<file path="src/rtl/irqv_pkg.sv">
package irqv_pkg;
  localparam int NUM_SRC  = 28;
  localparam int PRIO_W   = 3;
  localparam int BASE_W   = 16;
  localparam int IDX_W    = 5;
  localparam int DATA_W   = 32;
  localparam int ADDR_W   = 8;
  localparam int PROG_SRC = 16;

  localparam logic [ADDR_W-1:0] OFF_EN    = 8'h00;
  localparam logic [ADDR_W-1:0] OFF_CTRL  = 8'h04;
  localparam logic [ADDR_W-1:0] OFF_BASE  = 8'h14;
  localparam logic [ADDR_W-1:0] OFF_VEC   = 8'h1C;
  localparam logic [ADDR_W-1:0] OFF_PRIOA = 8'h20;
  localparam logic [ADDR_W-1:0] OFF_PRIOB = 8'h24;

  // sources 0..15 with a programmable nibble (0 and 9 are fixed)
  localparam logic [PROG_SRC-1:0] PROG_MASK = 16'b1111_1101_1111_1110;

  function automatic logic [DATA_W-1:0] bank_mask(input int bank);
    logic [DATA_W-1:0] m;
    m = '0;
    for (int n = 0; n < 8; n++)
      if (PROG_MASK[bank*8+n]) m[4*n +: PRIO_W] = '1;
    return m;
  endfunction

  localparam logic [DATA_W-1:0] PRIOA_MASK = bank_mask(0);
  localparam logic [DATA_W-1:0] PRIOB_MASK = bank_mask(1);

  typedef logic [NUM_SRC-1:0][PRIO_W-1:0] prio_arr_t;
endpackage

</file>
<file path="src/rtl/irqv_regfile.sv">
module irqv_regfile
  import irqv_pkg::*;
(
  input  logic                clk,
  input  logic                rst_n,
  input  logic [ADDR_W-1:0]   bus_addr,
  input  logic                bus_we,
  input  logic [DATA_W-1:0]   bus_wdata,
  output logic [NUM_SRC-1:0]  en_q,
  output logic                nest_q,
  output logic [BASE_W-1:0]   base_q,
  output logic [DATA_W-1:0]   prioa_q,
  output logic [DATA_W-1:0]   priob_q
);
  always_ff @(posedge clk or negedge rst_n) begin
    if (!rst_n) begin
      en_q    <= '0;
      nest_q  <= 1'b0;
      base_q  <= '0;
      prioa_q <= '0;
      priob_q <= '0;
    end else if (bus_we) begin
      unique case (bus_addr)
        OFF_EN:    en_q    <= bus_wdata[NUM_SRC-1:0];
        OFF_CTRL:  nest_q  <= bus_wdata[0];
        OFF_BASE:  base_q  <= bus_wdata[BASE_W-1:0];
        OFF_PRIOA: prioa_q <= bus_wdata & PRIOA_MASK;
        OFF_PRIOB: priob_q <= bus_wdata & PRIOB_MASK;
        default: ;
      endcase
    end
  end

  assert_prioa_reserved_R4: assert property (@(posedge clk) disable iff (!rst_n)
    (prioa_q & ~PRIOA_MASK) == '0);
  assert_priob_reserved_R5: assert property (@(posedge clk) disable iff (!rst_n)
    (priob_q & ~PRIOB_MASK) == '0);
  assert_base_hold_R2: assert property (@(posedge clk) disable iff (!rst_n)
    !(bus_we && bus_addr == OFF_BASE) |=> $stable(base_q));
  assert_unmapped_hold_R11: assert property (@(posedge clk) disable iff (!rst_n)
    (bus_we && bus_addr == 8'h40) |=> ($stable(en_q) && $stable(prioa_q) && $stable(priob_q)));
endmodule

</file>
<file path="src/rtl/irqv_arbiter.sv">
module irqv_arbiter
  import irqv_pkg::*;
(
  input  logic               clk,
  input  logic               rst_n,
  input  logic [NUM_SRC-1:0] act,
  input  prio_arr_t          prio,
  output logic               found,
  output logic [IDX_W-1:0]   win_idx
);
  logic [PRIO_W-1:0] best_p;

  // strict "<" keeps the lowest index among equal levels
  always_comb begin
    found   = 1'b0;
    best_p  = '1;
    win_idx = '0;
    for (int i = 0; i < NUM_SRC; i++) begin
      if (act[i] && (!found || prio[i] < best_p)) begin
        found   = 1'b1;
        best_p  = prio[i];
        win_idx = IDX_W'(i);
      end
    end
  end

  assert_winner_active_R6: assert property (@(posedge clk) disable iff (!rst_n)
    found |-> act[win_idx]);
  assert_none_found_R8: assert property (@(posedge clk) disable iff (!rst_n)
    !found |-> ($countones(act) == 0));
endmodule

</file>
<file path="src/rtl/irq_vector_ctrl.sv">
module irq_vector_ctrl
  import irqv_pkg::*;
(
  input  logic                clk,
  input  logic                rst_n,
  input  logic [ADDR_W-1:0]   bus_addr,
  input  logic                bus_we,
  input  logic [DATA_W-1:0]   bus_wdata,
  output logic [DATA_W-1:0]   bus_rdata,
  input  logic [NUM_SRC-1:0]  irq_req,
  output logic                irq_o,
  output logic [DATA_W-1:0]   vec_o
);
  logic [NUM_SRC-1:0] en_q;
  logic               nest_q;
  logic [BASE_W-1:0]  base_q;
  logic [DATA_W-1:0]  prioa_q, priob_q;
  logic [NUM_SRC-1:0] act;
  prio_arr_t          prio;
  logic               found;
  logic [IDX_W-1:0]   win_idx, idx_q;
  logic               irq_q;
  logic [IDX_W-1:0]   idx_field;
  logic [2*DATA_W-1:0] prio_cat;

  irqv_regfile u_regs (
    .clk(clk), .rst_n(rst_n), .bus_addr(bus_addr), .bus_we(bus_we),
    .bus_wdata(bus_wdata), .en_q(en_q), .nest_q(nest_q), .base_q(base_q),
    .prioa_q(prioa_q), .priob_q(priob_q)
  );

  assign prio_cat = {priob_q, prioa_q};

  for (genvar i = 0; i < NUM_SRC; i++) begin : g_prio
    if (i < PROG_SRC && PROG_MASK[i]) begin : g_prog
      assign prio[i] = prio_cat[4*i +: PRIO_W];
    end else begin : g_fixed
      assign prio[i] = '1;
    end
  end

  assign act = irq_req & en_q;

  irqv_arbiter u_arb (
    .clk(clk), .rst_n(rst_n), .act(act), .prio(prio),
    .found(found), .win_idx(win_idx)
  );

  always_ff @(posedge clk or negedge rst_n) begin
    if (!rst_n) begin
      irq_q <= 1'b0;
      idx_q <= '0;
    end else begin
      irq_q <= found;
      idx_q <= win_idx;
    end
  end

  assign irq_o     = irq_q;
  assign idx_field = (nest_q && irq_q) ? idx_q : '0;
  assign vec_o     = DATA_W'({base_q, idx_field, 2'b00});

  always_comb begin
    unique case (bus_addr)
      OFF_EN:    bus_rdata = DATA_W'(en_q);
      OFF_CTRL:  bus_rdata = DATA_W'(nest_q);
      OFF_BASE:  bus_rdata = DATA_W'(base_q);
      OFF_VEC:   bus_rdata = vec_o;
      OFF_PRIOA: bus_rdata = prioa_q;
      OFF_PRIOB: bus_rdata = priob_q;
      default:   bus_rdata = '0;
    endcase
  end

  assert_irq_rise_R9: assert property (@(posedge clk) disable iff (!rst_n)
    (|act) |=> irq_o);
  assert_irq_fall_R9: assert property (@(posedge clk) disable iff (!rst_n)
    !(|act) |=> !irq_o);
  assert_vec_zero_bits_R3: assert property (@(posedge clk) disable iff (!rst_n)
    vec_o[1:0] == 2'b00 && vec_o[31:23] == '0);
  assert_idx_gated_R10: assert property (@(posedge clk) disable iff (!rst_n)
    (!nest_q || !irq_o) |-> vec_o[6:2] == '0);
endmodule

</file>
<file path="config.mk">
export PLATFORM = sky130hd
export DESIGN_NAME = irq_vector_ctrl
export DESIGN_NICKNAME = d
export VERILOG_FILES = /design/src/rtl/irqv_pkg.sv /design/src/rtl/irqv_regfile.sv /design/src/rtl/irqv_arbiter.sv /design/src/rtl/irq_vector_ctrl.sv
export SDC_FILE = /design/constraint.sdc
export NUM_CORES = 1
export LEC_CHECK = 0
export BUFFER_PORTS_ARGS = -buffer_cell sky130_fd_sc_hd__buf_2
export CORE_MARGIN = 3
export CORE_UTILIZATION = 50
export DETAILED_ROUTE_END_ITERATION = 10
export HOLD_SLACK_MARGIN = 0.12
export PLACE_DENSITY = 0.8
export SETUP_SLACK_MARGIN = 0.1
export SLEW_MARGIN = 5
export SYNTH_ARGS = -nofsm -noshare
export SYNTH_HDL_FRONTEND = slang
export SYNTH_SLANG_ARGS = --single-unit
</file>
<file path="constraint.sdc">
create_clock -name clk -period 50.4 [get_ports clk]
set_input_delay 0 -clock clk [delete_from_list [all_inputs] [get_ports clk]]
set_output_delay 0 -clock clk [all_outputs]
set_load 0.01 [all_outputs]
</file>
==> impl_metrics.prom, run 1 <==
# TYPE chip_impl_metric gauge
chip_impl_info{name="outcome",value="finished, final reports clean"} 1
chip_impl_metric{name="fin_crit",unit="ps"} 18610
chip_impl_metric{name="grt_pass1_wl",unit="mm"} 31.80
chip_impl_info{name="cts_tree",value="done"} 1
chip_impl_info{name="worstSetupPathType",value="flip-flop to flip-flop"} 1
chip_impl_info{name="rsz0062_at_grt",value="no"} 1
chip_impl_metric{name="grt-ovfl-total",unit=""} 0
chip_impl_metric{name="floorplan.die_area",unit="µm²"} 14430
chip_impl_metric{name="area_growth_syn_to_layout",unit="%"} 21.93
chip_impl_metric{name="grt_antenna_before_repair",unit=""} 0
chip_impl_metric{name="gpl.final_weighted_congestion",unit=""} 0.9362
chip_impl_metric{name="cts_made_buffers",unit=""} 9
chip_impl_metric{name="skew",unit="ps"} 8.266
chip_impl_info{name="commonest_cells_after_routing_fill_and_taps_aside",value="121 x sky130_fd_sc_hd__buf_2, 93 x sky130_fd_sc_hd__dfrtp_1, 91 x sky130_fd_sc_hd__mux2_2, 71 x sky130_fd_sc_hd__nand2_1, 38 x sky130_fd_sc_hd__dlygate4sd3_1"} 1
chip_impl_metric{name="tightestPinTransition",unit="ps"} 1141
chip_impl_metric{name="num_io_pins",unit=""} 136
chip_impl_metric{name="core_region_area",unit="µm²"} 12670
chip_impl_metric{name="route.detailed.wl_per_inst",unit="µm"} 20.08
chip_impl_metric{name="powerDensity",unit="nW/µm²"} 25.38
chip_impl_metric{name="layout-drive-gt1-share",unit="%"} 31.05
chip_impl_metric{name="async_set_or_reset_flop_fraction_in_the_synthesized_netlist",unit="%"} 100.0
chip_impl_metric{name="wl_met2",unit="mm"} 9.639
chip_impl_info{name="mostFrequentLayoutCell",value="sky130_fd_sc_hd__buf_2"} 1
chip_impl_metric{name="setup_violations",unit=""} 0
chip_impl_metric{name="worst_ep_required_time",unit="ps"} 50650
chip_impl_info{name="worst_setup_path_start_kind",value="flip-flop"} 1
chip_impl_metric{name="portBuffers",unit=""} 122
chip_impl_metric{name="slowest_stage_delay_on_critical_path",unit="ps"} 710
chip_impl_metric{name="hpwl",unit="mm"} 14.76
chip_impl_metric{name="postSynthRegisterBits",unit=""} 93
chip_impl_metric{name="power.ir.vdd_worst",unit="mV"} 0.01836
chip_impl_info{name="critical-path-top-cell-by-count",value="sky130_fd_sc_hd__ha_1"} 1
chip_impl_metric{name="fmaxAchievable",unit="MHz"} 53.73
chip_impl_metric{name="synthCells",unit=""} 673
chip_impl_metric{name="nets",unit=""} 915
chip_impl_metric{name="dr.first_iter.drc_count",unit=""} 536
chip_impl_metric{name="drt.antenna.violating_nets",unit=""} 0
chip_impl_metric{name="clock_tree.buffer_depth",unit=""} 2
chip_impl_metric{name="power",unit="µW"} 201.4
chip_impl_metric{name="detail_route.vias_per_cell",unit=""} 6.288
chip_impl_metric{name="number_of_global_route_vias_before_repair",unit=""} 6267
chip_impl_metric{name="syn_avg_cell_area",unit="µm²"} 9.673
chip_impl_metric{name="grt_start_max_net_pins",unit=""} 54
chip_impl_metric{name="antenna_cells_inserted",unit=""} 0
chip_impl_metric{name="drt-met1-wl",unit="mm"} 7.970
chip_impl_metric{name="synth_enable_flop_cells",unit=""} 0
chip_impl_metric{name="timing.final.max_slew_violations",unit=""} 0
chip_impl_metric{name="numClockSinks",unit=""} 93
chip_impl_metric{name="die_width",unit="µm"} 120.1
chip_impl_metric{name="total_length_of_routed_wires",unit="mm"} 20.14
chip_impl_metric{name="worst-path-max-fanout",unit=""} 9
chip_impl_metric{name="route.detailed.drc",unit=""} 0
chip_impl_metric{name="placedCellCount",unit=""} 949
chip_impl_metric{name="mappedNetlistArea",unit="µm²"} 6510
chip_impl_metric{name="maxCapViolCount",unit=""} 0
chip_impl_metric{name="initial_utilization",unit="%"} 51.38
chip_impl_metric{name="arrival_worst_endpoint",unit="ps"} 18860
chip_impl_metric{name="synth_warnings",unit=""} 0
chip_impl_info{name="clockRootBuffer",value="sky130_fd_sc_hd__clkbuf_16"} 1
chip_impl_metric{name="setup_total_negative_slack",unit="ps"} 0
chip_impl_metric{name="max-slew-margin-rel",unit="%"} 23.73
chip_impl_metric{name="clk-insertion-delay-late",unit="ps"} 350
chip_impl_metric{name="finalNonFillerCells",unit=""} 1003
chip_impl_info{name="ys.flop_type",value="sky130_fd_sc_hd__dfrtp_1"} 1
chip_impl_metric{name="floorplan.rows",unit=""} 41
chip_impl_metric{name="power_leakage",unit="µW"} 0.004074
chip_impl_metric{name="dr_total_vias",unit=""} 6307
chip_impl_info{name="topRoutingLayerUsed",value="met4"} 1
chip_impl_metric{name="met3_wirelength",unit="mm"} 1.655
chip_impl_metric{name="cts.clk_slew.worst_paths",unit="ps"} 70
chip_impl_metric{name="htree_levels",unit=""} 3
chip_impl_metric{name="synthDistinctLibCells",unit=""} 83
chip_impl_metric{name="track_usage",unit="%"} 27.89
chip_impl_info{name="critPathCaptureType",value="flip-flop"} 1
chip_impl_metric{name="min_period_over_period",unit="%"} 36.93
chip_impl_metric{name="chipHeight",unit="µm"} 120.1
chip_impl_info{name="min_path_type",value="input pin to async pin"} 1
chip_impl_metric{name="hold_fails_final_rpt",unit=""} 0
chip_impl_metric{name="drt_pass1_iterations",unit=""} 5
chip_impl_info{name="worst_path_max_delay_cell",value="sky130_fd_sc_hd__a2111oi_0"} 1
chip_impl_metric{name="part_of_the_yosys_area_used_for_sequential_elements",unit="%"} 35.75
[where the power goes]
part	internal (µW)	switching [µW]	total (µW)	leakage, µW
combinational	20.1	24.2	44.4	0.00265
clock	39.6	31.9	71.5	0.000150
sequential	79.3	6.17	85.5	0.00128
[area by class of cell]
class                      instances  area [µm²]
clock buffer                       9       225.2
tap                              172       215.2
clock inverter                     7       86.33
fill                            1035        4733
inverter                          28       105.1
multi-input combinational        529        3948
sequential                        93        2327
timing repair buffer             165        1031
[cells by family (layout without fill, tap and decap cells)]
group / count (synthesis) / count (layout) / share of synthesized area, %
AOI/OAI and AO/OA: 206 / 206 / 24.47
and+or+nand+nor: 193 / 193 / 14.82
muxes: 97 / 97 / 16.68
DFF: 93 / 93 / 35.75
buffers and inverters: 62 / 209 / 4.286
adders and majority gates: 21 / 21 / 3.940
other: 1 / 12 / 0.05760
[worst max-delay path, delay by kind of cell, from the launching register on]
| family | cells | cell delay (ps) |
|---|---|---|
| AOI/OAI and AO/OA | 35 | 7640 |
| adders and majority gates | 13 | 3440 |
| buffers and inverters | 10 | 720 |
| DFF | 1 | 440 |
| muxes | 7 | 2250 |
| and+or+nand+nor | 20 | 3980 |
[per-stage QoR]
stage          hold slack [ps]  utilization, %  cell area (µm²)  setup WS, ps
4_1_cts                  154.7           62.64             7938         31950
5_1_grt                  210.9           62.64             7938         30460
6_report                 161.1           62.64             7938         31790
3_3_place_gp            -2.837           57.18             7246         32150
3_5_place_dp             3.359           57.18             7246         32050
2_1_floorplan           -295.6               -             6551         34180
[flip-flops by register name (all words and copies together) (netlist names)]
signal and cells:
u_regs.base_q 16, irq_o 1, u_regs.en_q 28, u_regs.nest_q 1, u_regs.priob_q 21, idx_q 5, u_regs.prioa_q 21
[cells in the mapped netlist, types with 13 or more instances]
cell | instances | area (µm²)
sky130_fd_sc_hd__nor2_1 | 33 | 123.9
sky130_fd_sc_hd__a21oi_1 | 28 | 140.1
sky130_fd_sc_hd__inv_1 | 28 | 105.1
sky130_fd_sc_hd__ha_1 | 18 | 225.2
sky130_fd_sc_hd__nand2_1 | 71 | 266.5
sky130_fd_sc_hd__mux2_2 | 91 | 1025
sky130_fd_sc_hd__o21ai_0 | 24 | 120.1
sky130_fd_sc_hd__a21o_1 | 13 | 97.59
sky130_fd_sc_hd__a222oi_1 | 13 | 130.1
sky130_fd_sc_hd__clkbuf_1 | 20 | 75.07
sky130_fd_sc_hd__a22oi_1 | 26 | 195.2
sky130_fd_sc_hd__dfrtp_1 | 93 | 2327
[worst paths after layout]
| path | end | slack, ps | startpoint | cells past startpoint |
|---|---|---|---|---|
| worst max-delay path | idx_q[1] | 31790 | u_regs.en_q[1] | 85 |
| worst min-delay path | u_regs.base_q[5] | 160 | rst_n | 2 |
| worst max register to register | idx_q[1] | 31790 | u_regs.en_q[1] | 85 |
| worst min register to register | u_regs.en_q[24] | 540 | u_regs.en_q[24] | 1 |
| max in group asynchronous | u_regs.priob_q[22] | 49160 | rst_n | 3 |
| min in group clk | idx_q[0] | 190 | irq_req[24] | 4 |
[metal layers]
layer  global-route usage [%]  up-vias
met2                    46.26      353
met5                        0        -
li1                         -     2863
met3                    4.713       63
met1                    35.29     3028
met4                    13.60        0
[timing repair]
action,4_1_cts,5_1_grt
hold buffers,38,0
endpoints found under the hold margin,129,0
resized for setup,0,0
setup buffers,0,0
Note: power is estimated with default switching activity, not from simulation.
==> run 2, diff against run 1 <==
--- a/config.mk
+++ b/config.mk
@@ -10,7 +10,7 @@
 export CORE_UTILIZATION = 50
 export DETAILED_ROUTE_END_ITERATION = 10
 export HOLD_SLACK_MARGIN = 0.12
-export PLACE_DENSITY = 0.8
+export PLACE_DENSITY = 0.83
 export SETUP_SLACK_MARGIN = 0.1
 export SLEW_MARGIN = 5
 export SYNTH_ARGS = -nofsm -noshare
==> constraint.sdc (replaced) <==
create_clock -name clk -period 16.5 [get_ports clk]
set_input_delay 0 -clock clk [delete_from_list [all_inputs] [get_ports clk]]
set_output_delay 0 -clock clk [all_outputs]
set_load 0.01 [all_outputs]
==> run 2 against run 1 <==
Worst setup slack lost 32000 ps. Critical path type unchanged. Via count grew 9.8%. Power grew to 3.3 times the previous value. Sequential share of layout area shrank 2.9 points.
==> impl_metrics.prom, run 2 (same netlist as run 1, synthesis figures left out) <==
# TYPE chip_impl_metric gauge
chip_impl_metric{name="total_length_of_routed_wires",unit="mm"} 23.11
chip_impl_metric{name="drt_pass1_iterations",unit=""} 8
chip_impl_metric{name="area_growth_syn_to_layout",unit="%"} 35.17
chip_impl_metric{name="num_io_pins",unit=""} 136
chip_impl_metric{name="grt-ovfl-total",unit=""} 0
chip_impl_metric{name="power.sequential.fraction",unit="%"} 40.0
chip_impl_metric{name="hold_fails_final_rpt",unit=""} 0
chip_impl_metric{name="dr_total_vias",unit=""} 6926
chip_impl_info{name="cts_tree",value="done"} 1
chip_impl_metric{name="route.detailed.wl_per_inst",unit="µm"} 21.72
chip_impl_metric{name="largest_register_ff_count",unit=""} 28
chip_impl_metric{name="grt_start_max_net_pins",unit=""} 50
chip_impl_info{name="critical-path-top-cell-by-count",value="sky130_fd_sc_hd__ha_1"} 1
chip_impl_metric{name="setup_violations",unit=""} 0
chip_impl_metric{name="dr.first_iter.drc_count",unit=""} 857
chip_impl_metric{name="fmaxAchievable",unit="MHz"} 61.51
chip_impl_metric{name="placement.cell_area",unit="µm²"} 7501
chip_impl_metric{name="cts_made_buffers",unit=""} 9
chip_impl_metric{name="clockPowerShare",unit="%"} 32.6
chip_impl_info{name="min_path_type",value="input pin to flip-flop"} 1
chip_impl_metric{name="powerDensity",unit="nW/µm²"} 74.64
chip_impl_metric{name="netSwitchingFraction",unit="%"} 31.48
chip_impl_metric{name="timing.final.max_slew_violations",unit=""} 0
chip_impl_info{name="worstSetupPathType",value="flip-flop to flip-flop"} 1
chip_impl_metric{name="share_comb_of_total_power",unit="%"} 27.4
chip_impl_metric{name="die_width",unit="µm"} 120.1
chip_impl_metric{name="final_core_util",unit="%"} 69.45
chip_impl_metric{name="power_leakage",unit="µW"} 0.004430
chip_impl_metric{name="core_region_area",unit="µm²"} 12670
chip_impl_metric{name="arrival_worst_endpoint",unit="ps"} 16480
chip_impl_metric{name="gpl.final_weighted_congestion",unit=""} 0.9703
chip_impl_metric{name="cts.clk_slew.worst_paths",unit="ps"} 80
chip_impl_metric{name="skew",unit="ps"} 13.37
chip_impl_metric{name="hpwl",unit="mm"} 15.09
chip_impl_metric{name="timing.hold.ws",unit="ps"} 161.2
chip_impl_metric{name="clock_tree.buffer_depth",unit=""} 2
chip_impl_metric{name="track_usage",unit="%"} 29.17
chip_impl_metric{name="antenna_cells_inserted",unit=""} 0
chip_impl_info{name="commonest_cells_after_routing_fill_and_taps_aside",value="121 x sky130_fd_sc_hd__buf_2, 93 x sky130_fd_sc_hd__dfrtp_1, 87 x sky130_fd_sc_hd__mux2_2, 68 x sky130_fd_sc_hd__buf_4, 65 x sky130_fd_sc_hd__nand2_1"} 1
chip_impl_metric{name="chipHeight",unit="µm"} 120.1
chip_impl_info{name="biggestRegsByFlops",value="u_regs.en_q: 28 flops, u_regs.prioa_q: 21 flops, u_regs.priob_q: 21 flops"} 1
chip_impl_metric{name="power.internal",unit="µW"} 450.0
chip_impl_metric{name="nets",unit=""} 976
chip_impl_metric{name="setup_ws",unit="ps"} 243.4
chip_impl_info{name="largest_register",value="u_regs.en_q"} 1
chip_impl_metric{name="grt_antenna_before_repair",unit=""} 0
chip_impl_info{name="worst_path_max_delay_cell",value="sky130_fd_sc_hd__a2111o_1"} 1
chip_impl_metric{name="drt.antenna.violating_nets",unit=""} 0
chip_impl_metric{name="floorplan.die_area",unit="µm²"} 14430
chip_impl_metric{name="fillerInstances",unit=""} 870
chip_impl_info{name="outcome",value="finished, final reports clean"} 1
chip_impl_metric{name="number_of_global_route_vias_before_repair",unit=""} 6449
chip_impl_metric{name="floorplan.rows",unit=""} 41
chip_impl_metric{name="tightestPinTransition",unit="ps"} 1173
chip_impl_metric{name="htree_levels",unit=""} 3
chip_impl_metric{name="dp_slack",unit="ps"} -147.5
chip_impl_metric{name="worst-path-max-fanout",unit=""} 5
chip_impl_metric{name="fin_area",unit="µm²"} 8800
chip_impl_info{name="critPathCaptureType",value="flip-flop"} 1
chip_impl_metric{name="detail_route.vias_per_cell",unit=""} 6.509
chip_impl_info{name="mostFrequentLayoutCell",value="sky130_fd_sc_hd__buf_2"} 1
chip_impl_metric{name="power",unit="µW"} 656.8
chip_impl_metric{name="min_period_over_period",unit="%"} 98.52
chip_impl_metric{name="maxCapViolCount",unit=""} 0
chip_impl_metric{name="fin_crit",unit="ps"} 16260
chip_impl_metric{name="power.ir.vdd_worst",unit="mV"} 0.07141
chip_impl_metric{name="power_switching",unit="µW"} 206.8
chip_impl_metric{name="max-slew-margin-rel",unit="%"} 21.63
chip_impl_metric{name="worst_ep_required_time",unit="ps"} 16720
chip_impl_metric{name="ff_latch_area",unit="µm²"} 2327
chip_impl_metric{name="numClockSinks",unit=""} 93
chip_impl_metric{name="grt_pass1_wl",unit="mm"} 33.27
chip_impl_metric{name="portBuffers",unit=""} 122
chip_impl_metric{name="multi_input_comb_area",unit="µm²"} 4358
chip_impl_metric{name="route.detailed.drc",unit=""} 0
chip_impl_info{name="clockRootBuffer",value="sky130_fd_sc_hd__clkbuf_16"} 1
chip_impl_metric{name="clk-insertion-delay-late",unit="ps"} 350
chip_impl_metric{name="slowest_stage_delay_on_critical_path",unit="ps"} 420
chip_impl_info{name="worst_setup_path_start_kind",value="flip-flop"} 1
chip_impl_metric{name="layout-drive-gt1-share",unit="%"} 43.05
chip_impl_metric{name="initial_utilization",unit="%"} 51.38
-- run 2: power groups by stage --
stage | Clock (µW) | Sequential [µW] | Combinational (µW)
4_1_cts | 214 | 260 | 142
3_3_place_gp | 0 | 264 | 127
6_report | 214 | 263 | 180
5_1_grt | 222 | 263 | 194
2_1_floorplan | 0 | 258 | 87.3
3_5_place_dp | 0 | 264 | 130
-- run 2: what timing repair did --
action | 4_1_cts | 5_1_grt
buffers inserted | 3 | 25
setup endpoints to repair | 4 | 4
endpoints found under the hold margin | 133 | 0
gates cloned | 0 | 0
resized for setup | 11 | 83
pin swaps | 0 | 36
hold buffers | 37 | 0
-- run 2: critical path: cells and delay by family, from the launching register on --
| kind | cells | cell delay [ps] |
|---|---|---|
| adders and majority gates | 13 | 3380 |
| buffers and inverters | 13 | 1300 |
| AOI/OAI and AO/OA | 36 | 5690 |
| muxes | 7 | 2030 |
| DFF | 1 | 390 |
| and+or+nand+nor | 23 | 3310 |
-- run 2: layout make-up --
class,count,area share [%]
Multi-Input combinational cell,529,49.52
Sequential cell,93,26.45
Timing Repair Buffer,226,16.89
Clock buffer,9,2.559
Tap cell,172,2.446
Inverter,28,1.223
Clock inverter,7,0.9100
-- run 2: layer usage --
metal,up-vias,GRT usage [%],wire (µm)
met4,0,14.53,1281
met5,-,0,0
li1,2970,-,-
met2,493,47.91,11110
met1,3345,37.73,8659
met3,118,4.100,2062
-- run 2: worst paths after layout --
path | startpoint | endpoint | slack [ps] | cells after the start
min in group asynchronous | rst_n | u_regs.base_q[15] | 190 | 2
hold reg to reg | u_regs.en_q[6] | u_regs.en_q[6] | 550 | 1
setup / recovery | u_regs.en_q[1] | idx_q[0] | 240 | 92
setup reg to reg | u_regs.en_q[1] | idx_q[0] | 240 | 92
hold / removal | bus_addr[2] | u_regs.nest_q | 160 | 5
max in group asynchronous | rst_n | idx_q[4] | 15260 | 3
-- run 2: metrics by stage --
step | TNS [ps] | cells
after floorplan | 0 | 684
after CTS | 0 | 1039
after detailed placement | -473.2 | 983
after global placement | 0 | 983
final | 0 | 1064
after global routing | -1855 | 1064
